File: config.mk
export PLATFORM = sky130hd
export DESIGN_NAME = monitor_cycle_seq
export DESIGN_NICKNAME = d
export VERILOG_FILES = /design/src/rtl/mcs_pkg.sv /design/src/rtl/mcs_frame_tally.sv /design/src/rtl/mcs_sleep_timer.sv /design/src/rtl/monitor_cycle_seq.sv
export SDC_FILE = /design/constraint.sdc
export NUM_CORES = 1
export LEC_CHECK = 0
export BUFFER_PORTS_ARGS = -buffer_cell sky130_fd_sc_hd__buf_2
export CAP_MARGIN = 40
export CORE_MARGIN = 2
export CORE_UTILIZATION = 60
export CTS_BUF_LIST = sky130_fd_sc_hd__clkbuf_8
export CTS_CLUSTER_SIZE = 24
export DETAILED_ROUTE_END_ITERATION = 16
export PLACE_DENSITY = 0.86
export SYNTH_ARGS = -nofsm -noshare
export SYNTH_HDL_FRONTEND = slang
export SYNTH_HIERARCHICAL = 1
export SYNTH_SLANG_ARGS = --single-unit
File: constraint.sdc
create_clock -name clk -period 4.9 [get_ports clk]
set_input_delay 0.245 -clock clk [delete_from_list [all_inputs] [get_ports clk]]
set_output_delay 0.245 -clock clk [all_outputs]
set_load 0.01 [all_outputs]
File: src/rtl/mcs_pkg.sv
package mcs_pkg;
    typedef enum logic [1:0] {
        ST_NORMAL  = 2'd0,
        ST_CAPTURE = 2'd1,
        ST_SLEEP   = 2'd2
    } mcs_state_e;
endpackage

File: src/rtl/mcs_frame_tally.sv
module mcs_frame_tally #(
    parameter int FCW = 4
) (
    input  logic           clk,
    input  logic           rst_n,
    input  logic           clr,
    input  logic [FCW-1:0] burst_len,
    input  logic           frame_start,
    input  logic           frame_end,
    output logic           permit,
    output logic           done
);
    logic [FCW-1:0] target;
    logic [FCW-1:0] started_q;
    logic [FCW-1:0] ended_q;
    logic           in_frame_q;

    // a zero burst length is raised to one frame
    assign target = (burst_len == '0) ? FCW'(1) : burst_len;
    assign permit = (started_q < target);
    assign done   = frame_end && in_frame_q && (ended_q == target - FCW'(1));

    always_ff @(posedge clk or negedge rst_n) begin
        if (!rst_n) begin
            started_q  <= '0;
            ended_q    <= '0;
            in_frame_q <= 1'b0;
        end else if (clr) begin
            started_q  <= '0;
            ended_q    <= '0;
            in_frame_q <= 1'b0;
        end else begin
            if (frame_start && permit && !in_frame_q) begin
                started_q  <= started_q + FCW'(1);
                in_frame_q <= 1'b1;
            end else if (frame_end && in_frame_q) begin
                ended_q    <= ended_q + FCW'(1);
                in_frame_q <= 1'b0;
            end
        end
    end
endmodule

File: src/rtl/mcs_sleep_timer.sv
module mcs_sleep_timer #(
    parameter longint unsigned SLEEP_CYCLES = 64'd7998000000
) (
    input  logic clk,
    input  logic rst_n,
    input  logic run,
    output logic expire
);
    localparam int TW = (SLEEP_CYCLES > 2) ? $clog2(SLEEP_CYCLES) : 1;
    localparam logic [TW-1:0] LAST = TW'(SLEEP_CYCLES - 1);

    logic [TW-1:0] cnt_q;

    assign expire = run && (cnt_q == LAST);

    always_ff @(posedge clk or negedge rst_n) begin
        if (!rst_n) begin
            cnt_q <= '0;
        end else if (!run || expire) begin
            cnt_q <= '0;
        end else begin
            cnt_q <= cnt_q + TW'(1);
        end
    end
endmodule

File: src/rtl/monitor_cycle_seq.sv
module monitor_cycle_seq
    import mcs_pkg::*;
#(
    parameter int              FCW          = 4,
    parameter longint unsigned SLEEP_CYCLES = 64'd7998000000
) (
    input  logic           clk,
    input  logic           rst_n,
    input  logic           mode_en,
    input  logic [FCW-1:0] burst_len,
    input  logic           frame_start,
    input  logic           frame_end,
    output logic           awake,
    output logic           capture_ok,
    output logic           monitor_on
);
    mcs_state_e state_q, state_d;
    logic       permit, burst_done, sleep_over;

    mcs_frame_tally #(.FCW(FCW)) tally_i (
        .clk        (clk),
        .rst_n      (rst_n),
        .clr        (state_q != ST_CAPTURE),
        .burst_len  (burst_len),
        .frame_start(frame_start),
        .frame_end  (frame_end),
        .permit     (permit),
        .done       (burst_done)
    );

    mcs_sleep_timer #(.SLEEP_CYCLES(SLEEP_CYCLES)) timer_i (
        .clk   (clk),
        .rst_n (rst_n),
        .run   (state_q == ST_SLEEP),
        .expire(sleep_over)
    );

    // next-state selection
    always_comb begin
        state_d = state_q;
        if (!mode_en) begin
            state_d = ST_NORMAL;
        end else begin
            unique case (state_q)
                ST_NORMAL:  state_d = ST_CAPTURE;
                ST_CAPTURE: if (burst_done) state_d = ST_SLEEP;
                ST_SLEEP:   if (sleep_over) state_d = ST_CAPTURE;
                default:    state_d = ST_NORMAL;
            endcase
        end
    end

    // state register
    always_ff @(posedge clk or negedge rst_n) begin
        if (!rst_n) state_q <= ST_NORMAL;
        else        state_q <= state_d;
    end

    // outputs
    always_comb begin
        awake      = 1'b1;
        capture_ok = 1'b1;
        monitor_on = 1'b0;
        unique case (state_q)
            ST_NORMAL: begin
                awake      = 1'b1;
                capture_ok = 1'b1;
                monitor_on = 1'b0;
            end
            ST_CAPTURE: begin
                awake      = 1'b1;
                capture_ok = permit;
                monitor_on = 1'b1;
            end
            ST_SLEEP: begin
                awake      = 1'b0;
                capture_ok = 1'b0;
                monitor_on = 1'b1;
            end
            default: begin
                awake      = 1'b1;
                capture_ok = 1'b1;
                monitor_on = 1'b0;
            end
        endcase
    end
endmodule

==> flow_summary.yaml <==
sta:
  period_share_pct: 45.8
  finalHoldViolCount: 0
  period_minus_slack_ps: 2250
  setup-violations-final: 0
  fin_setup_tns_ps: 0
  fmax_mhz: 445
  worstMarginPinSlew_ps: 868
  fin_skew_ps: 4.91
  rsz0062_at_grt: "no"
  drv_slew: 0
  slew_headroom_pct: 41.6
synth:
  yosys.area.top_type: "dfrtp_1"
  synth_nets: 300
  synth_seq_cells: 44
  synth_cell_types: 44
  ys.warnings.count: 6
  synth_xor_area_share_pct: 10.7
  async_flop_share_pct: 100
  synthSimpleGateAreaFrac_pct: 31.0
  synth_mux_area_share_pct: 2.58
  synthTopCellsByArea: "dfrtp_1, xor2_1, nor2_1"
  synth_compound_area_share_pct: 5.63
  synth-edff-count: 0
  avgSynthCellArea_sq_um: 9.37
  synthAdderAreaFrac_pct: 5.25
  synth_top_family_by_area: "simple AND/OR/NAND/NOR gates"
  netlist.area_leader.share_pct: 42.0
  syn_inst: 280
  ys_seq_area_share_pct: 42.0
  ys.flop_type: "dfrtp_1"
  synth_area_sq_um: 2620
detailed_routing:
  routed_wirelength_um: 5320
  vias: 2121
  viasPerCell: 6.11
  drc_errors: 0
  drtIter0Drc: 131
  firstDrtPassIters: 4
  ant_nets: 0
  wl_per_cell_um: 15.3
worst_hold_path:
  holdCritStartpoint: "mode_en"
  hold_class: "primary input to flop"
clock_tree:
  insertion_delay_ps: 290
  clockBufferDepth: 2
  cts_root_buffer: "clkbuf_8"
  h-tree-depth: 2
  cts_resized: 0
  cts.sinks: 44
  cts_buffers: 5
  clk_pin_slew_ps: 80
  cts_tree: "yes"
critical_path:
  cp.arrival_ps: 2430
  critPathMaxFanout: 16
  r2r_start: "timer_i/cnt_q[16]"
  worstSetupEndpointType: "flop"
  critPathKind: "flop to flop"
  critPathLaunchType: "flop"
  critPathRequiredTime_ps: 5080
  crit_path_start: "timer_i/cnt_q[16]"
placement:
  io_buffers: 11
  place_area_sq_um: 2750
  hpwlAfterDp_um: 3990
  gp_congestion: 0.923
finish:
  design_area_sq_um: 2860
  n_antenna_cell: 0
  fillers: 358
  drive_above_1_share_pct: 12.2
  final_cell_mix: "dfrtp_1, nor2_1, nand2_1"
  synthToLayoutAreaGrowth_pct: 8.92
  nets: 315
die:
  start_util_pct: 61.1
  num_rows: 24
  die-area_sq_um: 4920
  chipWidth_um: 70.1
  die_h_um: 70.1
  coreArea_sq_um: 4290
  io_pins: 12
grt:
  grt_overflow_total: 0
  grt_max_degree: 26
  grt_usage_pct: 24.2
  grt_pass1_wl_um: 9490
  grt_antenna_before_repair: 0
  grt_pass1_vias: 2110
power_and_ir_drop:
  vdd_drop_max_uv: 179
  power_density_nw_per_um2: 292
  total_leakage_power_nw: 1.21
outcome:
  outcome: "completed"
run:
  drv_cap: 0
==> worst max-delay path: stages, from the launching register on <==
cell and delay [ps]:
dfrtp_1 440, nand3_1 220, nor4_1 400, nand4_1 290, o21ai_2 500, buf_8 220, nor2_1 60
==> final timing paths <==
kind	cells after the start	end	slack (ps)
worst max register to register	6	timer_i/cnt_q[27]	2650
worst min-delay path	3	state_q[0]	230
worst max-delay path	6	timer_i/cnt_q[27]	2650
worst min register to register	1	timer_i/cnt_q[0]	490
max in group asynchronous	3	timer_i/cnt_q[13]	3980
min in group asynchronous	2	tally_i/started_q[2]	430
==> report_power, final <==
part | switching, mW | internal [mW] | total [mW] | leakage [nW]
clock network | 0.111 | 0.125 | 0.236 | 0.0503
logic | 0.118 | 0.0797 | 0.197 | 0.551
registers | 0.0204 | 0.380 | 0.400 | 0.612
total | 0.249 | 0.585 | 0.834 | 1.21
==> state kept, by name, summed over array words and instances, names as in the netlist <==
| name | flops |
|---|---|
| state_q | 2 |
| tally_i/ended_q | 4 |
| tally_i/in_frame_q | 1 |
| tally_i/started_q | 4 |
| timer_i/cnt_q | 33 |
==> repair_timing <==
item,4_1_cts,5_1_grt
setup buffers,0,0
hold endpoints to repair,19,0
hold buffers,1,0
setup endpoints to repair,0,0
==> through the flow <==
step	power (mW)	hold slack [ps]	std cells	util (%)	worst slack (ps)
floorplan	0.538	-50.6	280	-	2970
global placement	0.581	440	337	63.3	2720
detailed placement	0.604	232	339	64.1	2660
CTS	0.845	218	347	66.6	2650
global route	0.886	243	347	66.6	2530
finish	0.834	228	347	66.6	2650
==> cell families (layout without fill, tap and decap cells) <==
family,Yosys count,after routing
AND/OR/NAND/NOR,144,144
XOR/XNOR,32,32
buffers and inverters,19,34
multiplexers,6,6
flip-flops,44,44
adder cells (fa/ha/maj),11,11
AO/OA/AOI/OAI,24,24
==> routing by layer <==
metal  vias to the layer above  GRT usage (%)  wire, um
met1                      1029           29.2      2220
met5                         -              0         0
met2                        66           40.5      2660
met3                        19           4.47       256
li1                       1007              -         -
met4                         0           13.7       178
==> Yosys cell counts (2+ instances only) <==
| cell type | instances |
|---|---|
| and4_1 | 2 |
| mux2i_1 | 3 |
| and3_1 | 5 |
| ha_1 | 11 |
| nor4_4 | 2 |
| nor3_1 | 8 |
| nor4_1 | 5 |
| nor2b_1 | 4 |
| buf_2 | 4 |
| a21oi_1 | 9 |
| nand2b_1 | 4 |
| dfrtp_1 | 44 |
| mux2_2 | 2 |
| nand2_1 | 22 |
| nand3_1 | 14 |
| clkbuf_1 | 2 |
| nand4_1 | 17 |
| xor2_1 | 21 |
| and2_1 | 3 |
| and2b_2 | 2 |
| xnor2_1 | 11 |
| o31ai_1 | 2 |
| o21ai_0 | 6 |
| or3_1 | 2 |
| a31oi_1 | 2 |
| nor2_1 | 44 |
| inv_1 | 12 |
==> area by class of cell <==
| type | count | area (sq um) | area share, % |
|---|---|---|---|
| inverters | 13 | 48.8 | 1.71 |
| flip-flops and latches | 44 | 1100 | 38.5 |
| well taps | 52 | 65.1 | 2.28 |
| multi-input cells | 217 | 1450 | 50.6 |
| clock buffers | 7 | 96.3 | 3.37 |
| repair buffers | 14 | 100 | 3.50 |
No activity file was read; power rests on OpenSTA's default activity.
